## config.mk

```make
export PLATFORM = sky130hd
export DESIGN_NAME = watch_step_ctrl
export DESIGN_NICKNAME = d
export VERILOG_FILES = /design/src/rtl/wsc_pkg.sv /design/src/rtl/wsc_pad_filter.sv /design/src/rtl/wsc_divider.sv /design/src/rtl/wsc_cycle.sv /design/src/rtl/wsc_pulse.sv /design/src/rtl/watch_step_ctrl.sv
export SDC_FILE = /design/constraint.sdc
export NUM_CORES = 1
export LEC_CHECK = 0
export CAP_MARGIN = 25
export CELL_PAD_IN_SITES_DETAIL_PLACEMENT = 1
export CELL_PAD_IN_SITES_GLOBAL_PLACEMENT = 2
export CORE_MARGIN = 3
export CORE_UTILIZATION = 35
export CTS_CLUSTER_SIZE = 28
export DETAILED_ROUTE_END_ITERATION = 10
export PLACE_DENSITY_LB_ADDON = 0.05
export SLEW_MARGIN = 20
export SYNTH_ARGS = -nofsm -noshare
export SYNTH_HDL_FRONTEND = slang
export SYNTH_SLANG_ARGS = --single-unit
```

## constraint.sdc

```tcl
create_clock -name clk -period 2.7 [get_ports clk]
set_input_delay 0.54 -clock clk [delete_from_list [all_inputs] [get_ports clk]]
set_output_delay 0.54 -clock clk [all_outputs]
set_load 0.005 [all_outputs]
```

## src/rtl/wsc_pkg.sv

```systemverilog
// Package: shared types for the watch stepping motor controller.
// Assumes a single clock domain; holds only the drive-side encoding.
package wsc_pkg;

    // Which output is pulled low during a pulse.
    typedef enum logic {
        SIDE_A = 1'b0,
        SIDE_B = 1'b1
    } side_e;

endpackage

```

## src/rtl/wsc_pad_filter.sv

```systemverilog
// Module: wsc_pad_filter
// Synchronises one asynchronous pad and reports it active once it has been
// high for THRESH consecutive synchronised samples. Any low sample clears
// the count and drops the active flag on the next edge.
// Assumes THRESH >= 1 and a pad that changes far slower than clk.
module wsc_pad_filter #(
    parameter int THRESH = 1024
) (
    input  logic clk,
    input  logic rst_n,
    input  logic pad,
    output logic active
);
    localparam int CNT_W = $clog2(THRESH + 1);
    localparam logic [CNT_W-1:0] LIMIT = CNT_W'(THRESH);
    localparam logic [CNT_W-1:0] LAST  = CNT_W'(THRESH - 1);

    logic [1:0]       sync_q;
    logic [CNT_W-1:0] cnt_q;
    logic             act_q;

    // Two-flop synchroniser on the pad.
    always_ff @(posedge clk) begin
        if (!rst_n) sync_q <= 2'b00;
        else        sync_q <= {sync_q[0], pad};
    end

    // Count continuous high samples; saturate at the limit.
    always_ff @(posedge clk) begin
        if (!rst_n) begin
            cnt_q <= '0;
            act_q <= 1'b0;
        end else if (!sync_q[1]) begin
            cnt_q <= '0;
            act_q <= 1'b0;
        end else begin
            if (cnt_q != LIMIT) cnt_q <= cnt_q + 1'b1;
            if (cnt_q == LAST)  act_q <= 1'b1;
        end
    end

    assign active = act_q;

endmodule

```

## src/rtl/wsc_divider.sv

```systemverilog
// Module: wsc_divider
// Binary divider chain of DIV_W stages fed by the crystal clock. While the
// stop function is active, the low CLR_W stages are held cleared and no
// carry reaches the upper stages. It emits a unit tick once every
// 2^UNIT_LOG2 clocks and a registered square wave from stage TUNE_BIT.
// Assumes CLR_W > UNIT_LOG2 and CLR_W > TUNE_BIT.
module wsc_divider #(
    parameter int DIV_W     = 21,
    parameter int CLR_W     = 12,
    parameter int UNIT_LOG2 = 5,
    parameter int TUNE_BIT  = 5
) (
    input  logic clk,
    input  logic rst_n,
    input  logic hold,
    input  logic fast,
    output logic unit_tick,
    output logic tune_out
);
    logic [DIV_W-1:0] div_q;
    logic [DIV_W-1:0] div_d;
    logic [DIV_W-1:0] carry;
    logic             tune_q;

    assign carry[0] = 1'b1;

    generate
        for (genvar i = 1; i < DIV_W; i++) begin : g_carry
            assign carry[i] = carry[i-1] & div_q[i-1];
        end
        for (genvar i = 0; i < DIV_W; i++) begin : g_stage
            if (i < CLR_W) begin : g_low
                assign div_d[i] = hold ? 1'b0 : (div_q[i] ^ carry[i]);
            end else begin : g_high
                assign div_d[i] = div_q[i] ^ (carry[i] & ~hold);
            end
        end
    endgenerate

    // Advance the divider chain.
    always_ff @(posedge clk) begin
        if (!rst_n) div_q <= '0;
        else        div_q <= div_d;
    end

    // Register the tuning wave; silence it in fast mode.
    always_ff @(posedge clk) begin
        if (!rst_n)    tune_q <= 1'b0;
        else if (fast) tune_q <= 1'b0;
        else           tune_q <= div_q[TUNE_BIT];
    end

    assign unit_tick = ~hold & (&div_q[UNIT_LOG2-1:0]);
    assign tune_out  = tune_q;

endmodule

```

## src/rtl/wsc_cycle.sv

```systemverilog
// Module: wsc_cycle
// Counts unit ticks down to the next motor cycle boundary and flags the
// boundary for one clock. In normal mode a cycle is CYCLE_SEC seconds and
// in fast mode 2^TEST_LOG2 clocks. While stopped, the count is parked at
// half the current cycle, so the first boundary after release comes half
// a cycle later.
// Assumes 2^SEC_LOG2 clocks per second and TEST_LOG2 > UNIT_LOG2.
module wsc_cycle #(
    parameter int CYCLE_SEC = 2,
    parameter int SEC_LOG2  = 15,
    parameter int UNIT_LOG2 = 5,
    parameter int TEST_LOG2 = 13
) (
    input  logic clk,
    input  logic rst_n,
    input  logic unit_tick,
    input  logic hold,
    input  logic fast,
    output logic boundary
);
    localparam int NORM_UNITS = CYCLE_SEC * (1 << (SEC_LOG2 - UNIT_LOG2));
    localparam int TEST_UNITS = 1 << (TEST_LOG2 - UNIT_LOG2);
    localparam int MAX_UNITS  = (NORM_UNITS > TEST_UNITS) ? NORM_UNITS : TEST_UNITS;
    localparam int PH_W       = $clog2(MAX_UNITS + 1);
    localparam logic [PH_W-1:0] NORM_L = PH_W'(NORM_UNITS);
    localparam logic [PH_W-1:0] TEST_L = PH_W'(TEST_UNITS);
    localparam logic [PH_W-1:0] ONE    = PH_W'(1);

    logic [PH_W-1:0] ph_q;
    logic [PH_W-1:0] cur_len;
    logic            bnd_q;

    // Pick the cycle length for the current mode.
    always_comb begin
        cur_len = fast ? TEST_L : NORM_L;
    end

    // Step the phase count and flag boundaries.
    always_ff @(posedge clk) begin
        if (!rst_n) begin
            ph_q  <= NORM_L >> 1;
            bnd_q <= 1'b0;
        end else begin
            bnd_q <= 1'b0;
            if (hold) begin
                ph_q <= cur_len >> 1;
            end else if (unit_tick) begin
                if (ph_q <= ONE) begin
                    bnd_q <= 1'b1;
                    ph_q  <= cur_len;
                end else if (ph_q > cur_len) begin
                    ph_q <= cur_len;
                end else begin
                    ph_q <= ph_q - ONE;
                end
            end
        end
    end

    assign boundary = bnd_q;

endmodule

```

## src/rtl/wsc_pulse.sv

```systemverilog
// Module: wsc_pulse
// Times one motor pulse of PULSE_UNITS * 2^UNIT_LOG2 clocks from a
// boundary flag and drives the low side given by a polarity flop. The flop
// flips as each pulse ends. Runs from clk directly, so the stop function
// cannot cut a pulse short. Boundaries arriving mid-pulse are dropped.
// Assumes PULSE_UNITS >= 1.
module wsc_pulse
    import wsc_pkg::*;
#(
    parameter int PULSE_UNITS = 7,
    parameter int UNIT_LOG2   = 5
) (
    input  logic clk,
    input  logic rst_n,
    input  logic boundary,
    output logic drv_a,
    output logic drv_b
);
    localparam int PULSE_CLKS = PULSE_UNITS << UNIT_LOG2;
    localparam int PW_W       = $clog2(PULSE_CLKS + 1);
    localparam logic [PW_W-1:0] WIDTH = PW_W'(PULSE_CLKS);
    localparam logic [PW_W-1:0] ONE   = PW_W'(1);

    logic [PW_W-1:0] cnt_q;
    side_e           side_q;
    logic            busy;

    // Run the pulse timer and swap sides at the end of each pulse.
    always_ff @(posedge clk) begin
        if (!rst_n) begin
            cnt_q  <= '0;
            side_q <= SIDE_A;
        end else if (busy) begin
            cnt_q <= cnt_q - ONE;
            if (cnt_q == ONE) side_q <= (side_q == SIDE_A) ? SIDE_B : SIDE_A;
        end else if (boundary) begin
            cnt_q <= WIDTH;
        end
    end

    assign busy  = (cnt_q != '0);
    assign drv_a = ~(busy & (side_q == SIDE_A));
    assign drv_b = ~(busy & (side_q == SIDE_B));

endmodule

```

## src/rtl/watch_step_ctrl.sv

```systemverilog
// Module: watch_step_ctrl
// Top of the watch stepping motor controller. Filters the stop and fast
// pads, divides the crystal clock, counts motor cycles and forms the
// alternating drive pulses.
// Assumes one 32768 Hz clock domain and a synchronous active-low reset.
module watch_step_ctrl #(
    parameter int DIV_W       = 21,
    parameter int CLR_W       = 12,
    parameter int UNIT_LOG2   = 5,
    parameter int TUNE_BIT    = 5,
    parameter int SEC_LOG2    = 15,
    parameter int CYCLE_SEC   = 2,
    parameter int PULSE_UNITS = 7,
    parameter int TEST_LOG2   = 13,
    parameter int HOLD_DB     = 1024,
    parameter int FAST_DB     = 128
) (
    input  logic clk,
    input  logic rst_n,
    input  logic hold_pad,
    input  logic fast_pad,
    output logic drv_a,
    output logic drv_b,
    output logic tune_out
);
    logic hold_act;
    logic fast_act;
    logic unit_tick;
    logic bnd;

    wsc_pad_filter #(.THRESH(HOLD_DB)) u_hold (
        .clk(clk), .rst_n(rst_n), .pad(hold_pad), .active(hold_act)
    );

    wsc_pad_filter #(.THRESH(FAST_DB)) u_fast (
        .clk(clk), .rst_n(rst_n), .pad(fast_pad), .active(fast_act)
    );

    wsc_divider #(
        .DIV_W(DIV_W), .CLR_W(CLR_W), .UNIT_LOG2(UNIT_LOG2), .TUNE_BIT(TUNE_BIT)
    ) u_div (
        .clk(clk), .rst_n(rst_n), .hold(hold_act), .fast(fast_act),
        .unit_tick(unit_tick), .tune_out(tune_out)
    );

    wsc_cycle #(
        .CYCLE_SEC(CYCLE_SEC), .SEC_LOG2(SEC_LOG2),
        .UNIT_LOG2(UNIT_LOG2), .TEST_LOG2(TEST_LOG2)
    ) u_cycle (
        .clk(clk), .rst_n(rst_n), .unit_tick(unit_tick),
        .hold(hold_act), .fast(fast_act), .boundary(bnd)
    );

    wsc_pulse #(
        .PULSE_UNITS(PULSE_UNITS), .UNIT_LOG2(UNIT_LOG2)
    ) u_pulse (
        .clk(clk), .rst_n(rst_n), .boundary(bnd), .drv_a(drv_a), .drv_b(drv_b)
    );

endmodule

```

# After elaboration in Yosys (flattened, before gate mapping)
# Index checks and enable logic that the tools add are counted.
classes:
  bitwise: 31
  reduce_logical: 10
  n_eq_ne: 5
  add_sub_neg: 4
  magnitude_cmp: 2
  mux: 9
ops:
  columns: ["op", "count"]
  rows:
  - ["2-to-1 mux 12 bit", 3]
  - ["2-to-1 mux 11 bit", 2]
  - ["2-to-1 mux 8 bit", 2]
  - ["AND 1 bit", 13]
  - ["greater-than comparator 12 bit", 1]
  - ["<= comparator 12 x 1 -> 1 bit, second input constant", 1]
  - ["subtractor 12 x 1 -> 12 bit, second input constant", 1]
  - ["adder 11 x 1 -> 11 bit, second input constant", 1]
  - ["equality test 11 x 10 -> 1 bit, second input constant", 1]
  - ["inequality test 11 bit, second input constant", 1]
  - ["bitwise XOR 1 bit", 11]
  - ["adder 8 x 1 -> 8 bit, second input constant", 1]
  - ["equality test 8 x 1 -> 1 bit, second input constant", 1]
  - ["equality test 8 x 7 -> 1 bit, second input constant", 1]
  - ["inequality test 8 bit, second input constant", 1]
  - ["nonzero test 8 bit", 1]
  - ["subtractor 8 x 1 -> 8 bit, second input constant", 1]
  - ["NOT 1 bit", 7]
  - ["AND reduction 2 bit", 3]
  - ["AND reduction 5 bit", 1]
  - ["nonzero test 2 bit", 2]
  - ["OR reduction 2 bit", 2]
  - ["OR reduction 3 bit", 1]
  - ["2-to-1 mux 1 bit", 2]
totals:
  inputBits: 4
  output_inout_bits: 3
  regBits: 60

# Depth between registers and ports, before layout
depth:
  word_depth: 11
  depth_mapped: 8

# Cells and area by module
# A second synthesis with hierarchy kept.
hier_totals:
  cells_unflattened: 310
  hier_area_um2: 2815.2
by_module_without_submodules:
  columns: ["mod", "cells_per_inst", "seq_area_each_um2", "area_per_inst_um2", "n_inst"]
  rows:
  - ["wsc_cycle", 101, 260.2, 842.1, 1]
  - ["wsc_pad_filter at u_hold", 69, 280.3, 631.9, 1]
  - ["wsc_pulse", 64, 180.2, 579.3, 1]
  - ["wsc_pad_filter at u_fast", 52, 220.2, 493.0, 1]
  - ["wsc_divider", 24, 140.1, 269.0, 1]

# Least setup slack after synthesis
# OpenSTA, ideal clock, no wires.
synth_path:
  path_type: "reg-to-reg"
  from: "register u_cycle.ph_q[10]"
  to: "register u_cycle.ph_q[11]"
  period_less_slack_ns: 2.105
  stages_incl_launch_ff: 6
  setup_time_ns: 0.062
  slack_ns: 0.595
  arrival_ns: 2.043
  path_buffers: 0
  cell_sequence: "dfxtp_1 > or4_4 > or4_4 > o21a_4 > or4_1 > nand3_1"
synth_between:
  elab_chain_cells: 3
  elab_cells_between_ends: 5
  cone_classes: "add/sub: 1; order compare: 2; mux: 2"
synth_rtl:
  columns: ["item", "line", "source"]
  rows:
  - ["start, declared", "wsc_cycle.sv:29", "logic [PH_W-1:0] ph_q;"]
  - ["start signal, assigned", "wsc_cycle.sv:41", "ph_q <= NORM_L >> 1;"]
  - ["start signal, assigned", "wsc_cycle.sv:46", "ph_q <= cur_len >> 1;"]
  - ["start signal, assigned", "wsc_cycle.sv:50", "ph_q <= cur_len;"]
  - ["subtractor 12 x 1 -> 12 bit or greater-than comparator 12 bit (tied branches)", "wsc_cycle.sv:54, wsc_cycle.sv:51", null]
  - ["2-to-1 mux 12 bit", "wsc_cycle.sv:51", "end else if (ph_q > cur_len) begin"]
  - ["2-to-1 mux 12 bit *", "wsc_cycle.sv:48", "if (ph_q <= ONE) begin"]
# Mark *: on every way between the ends. The rest lies on a longest branch, timed or not.
# A chain may end at the register's enable or synchronous reset.

# Worst setup path in the final report
layout_path:
  from: "register u_pulse.cnt_q[1]"
  to: "output drv_a"
layout_between:
  elab_chain_cells: 3
layout_rtl:
  columns: ["item", "line", "source"]
  rows:
  - ["start, declared", "wsc_pulse.sv:24", "logic [PW_W-1:0] cnt_q;"]
  - ["start signal, assigned", "wsc_pulse.sv:34", "cnt_q <= cnt_q - ONE;"]
  - ["nonzero test 8 bit", "wsc_pulse.sv:41", "assign busy = (cnt_q != '0);"]
  - ["AND 1 bit", "wsc_pulse.sv:42", "assign drv_a = ~(busy & (side_q == SIDE_A));"]
  - ["NOT 1 bit", "wsc_pulse.sv:42", null]
  - ["end, declared", "watch_step_ctrl.sv:22", "output logic drv_a,"]
# Every way passes these cells.

==> out/metrics.cfg <==
[run_status]
status=finished, final reports clean

[worst_hold_path]
hold_depth=1
min_to=u_div.div_q[0]
min_from=u_div.div_q[0]
hp-class=reg2reg

[floorplan]
die_x_um=92.2
die_height_um=92.2
start_util_pct=37.2
fp-row-count=30
die-area_mm2=0.00850
core_mm2=0.00698
ios=7

[synthesis]
postSynthAreaPerCell_um2=8.61
synthArstFlopShare_pct=0
syn_nets=322
synth.distinct_cells=45
synth_area_mm2=0.00260
synthDominantCellAreaShare_pct=41.6
seq_area_frac_synth_pct=41.6
synth_ff_type=dfxtp_1
synth_area_leader_cell=dfxtp_1
syn_inst=302
synthTopCellsByArea=dfxtp_1 (42%), ha_1 (7.7%), nor2_1 (6.6%)
synth_edf_count=0
synth_warnings=0
ys_ff_latch=54

[final_layout]
fillers=848
final_util_pct=42.1
diodes=0
multiInputGateArea_mm2=0.00144
layout_commonest_cell=dfxtp_1
regArea_mm2=0.00108
drive_gt1_share_pct=7.62
syn2layout_area_growth_pct=13.1
mostFrequentLayoutCells=dfxtp_1 (54), nor2_1 (46), nand3_1 (31)
finalInstanceArea_mm2=0.00294
nets=334

[clock_network]
cts_hold_buf=0
post-cts-setup-buffers=0
clk_pin_slew_ns=0.10
insertion_delay_ns=0.31
cts_tree=built
htree_levels=2
cts-buffers-inserted=5
root_buffer=clkbuf_8
clockBufferDepth=2
cts_resized=0
clkSinkCount=54

[critical_path]
reg2reg_slack_ns=0.42
crit_type=reg2out
worst-r2r-cell-count=5
arrival_ns=1.91
r2r-end=u_cycle.ph_q[11]
critical_path_peak_fanout=8
r2r-start=u_cycle.ph_q[10]
critPathCaptureType=primary output
start_kind=flip-flop
critPathRequiredTime_ns=2.16

[sta]
drv_slew=0
slew_headroom_pct=67.6
skew_ns=0.00574
tightest_slew_ns=0.484
setup_violations=0
final_hold_viol_count=0
timing.fmax_mhz=408
period_needed_ns=2.45
setup_tns_ns=0
timing.hold.ws_ns=0.432
period_share_pct=90.9
rsz0062_at_grt=false

[global_routing]
antenna_found_initial=0
grt_pass1_wl_mm=10.2
grt_use_total_pct=14.9
grtUsageMet1_pct=20.0
grt_max_degree=17
grt_use_met2_pct=23.9
overflow=0
grtUsageMet3_pct=2.87
grt_pass1_vias=2132
busiest_layer=met2

[job]
cap_violations=0

[detailed_routing]
routed_via_density=5.23
wirelength_mm=5.87
drc=0
vias=2150
drt_iter0_markers=56
ant_nets=0
drt_pass1_iterations=6
wl_per_cell_um=14.3

[placed_design]
postPlaceCellArea_mm2=0.00280
numPortBuffers=6
dpl.hpwl_mm=4.14
gp_congestion=0.751

[power_and_ir_drop]
p_leak_nw=1.12
max-vdd-ir-drop_v=0.000315
finalPower_mw=2.02
power_density_mw_per_mm2=685

[worst max-delay path: stages, from the launching register on]
cell             delay (ns)
dfxtp_1                0.33
inv_1                  0.11
ha_1                   0.20
nand4_1                0.29
nand2b_1               0.17
clkdlybuf4s50_1        0.50
[cells by family (layout without fill, tap and decap cells)]
kind of cell    count (synthesis)  in the layout  synth area share (%)
compound gates                 33             33                  9.19
xor+xnor                       21             21                  7.07
fa+ha+maj                      16             16                  7.70
buf+inv                        21             34                  3.08
flops                          54             54                  41.6
mux                             2              2                 0.866
simple gates                  155            155                  30.5
[state kept, by name (all words and copies together), names as in the netlist, 2 cells and up]
register and flops:
u_pulse.cnt_q 8, u_div.div_q 6, u_hold.cnt_q 11, u_hold.sync_q 2, u_fast.sync_q 2, u_cycle.ph_q 12, u_fast.cnt_q 8
[power breakdown]
group          switching [mW]  leakage (nW)  internal, mW  total, mW
clock network           0.282        0.0714         0.396      0.678
logic                   0.223         0.612         0.198      0.421
registers              0.0557         0.439         0.860      0.916
[metrics by stage]
stage	cells	worst slack, ns
finish	411	0.247
global route	411	0.0582
CTS	411	0.193
detailed placement	403	0.445
global placement	403	0.479
floorplan	302	0.595
[metal layers]
metal / part of all wire [%] / up-vias
met2: 45 / 15
li1: - / 1084
met3: 2.0 / 8
met5: 0 / -
met1: 51 / 1043
met4: 1.4 / 0
[final cells by class]
cell class	instances	share of cell area (%)
clock buffer	6	2.81
clock inverter	2	2.04
inverter	14	1.79
multi-input combinational	227	48.9
sequential	54	36.8
tap	96	4.09
timing repair buffer	12	3.57
[how the worst max path moves through the flow]
| stage | start | endpoint |
|---|---|---|
| after floorplan | u_cycle.ph_q[10] | u_cycle.ph_q[11] |
| after global placement | u_cycle.ph_q[10] | u_cycle.ph_q[11] |
| after detailed placement | u_cycle.ph_q[10] | u_cycle.ph_q[11] |
| after CTS | u_pulse.cnt_q[1] | drv_a |
| after global routing | u_pulse.cnt_q[1] | drv_a |
| final | u_pulse.cnt_q[1] | drv_a |
[cell usage after synthesis, types with 2 or more instances]
cell / instances
dfxtp_1: 54
nor2_1: 46
nand3_1: 31
nand2_1: 17
ha_1: 16
inv_1: 14
xnor2_1: 12
nor3_1: 10
and2_1: 9
xor2_1: 9
nand4_1: 8
and3_1: 6
clkbuf_1: 6
o21ai_0: 6
a21oi_1: 5
nor4_1: 5
o211ai_1: 4
or3_1: 4
a211oi_1: 3
nand2b_1: 3
or2_2: 3
a22oi_1: 2
mux2_2: 2
nand4b_1: 2
nor3b_1: 2
o2111ai_1: 2
or4_1: 2
or4_4: 2
No activity file was read; power rests on OpenSTA's default activity.
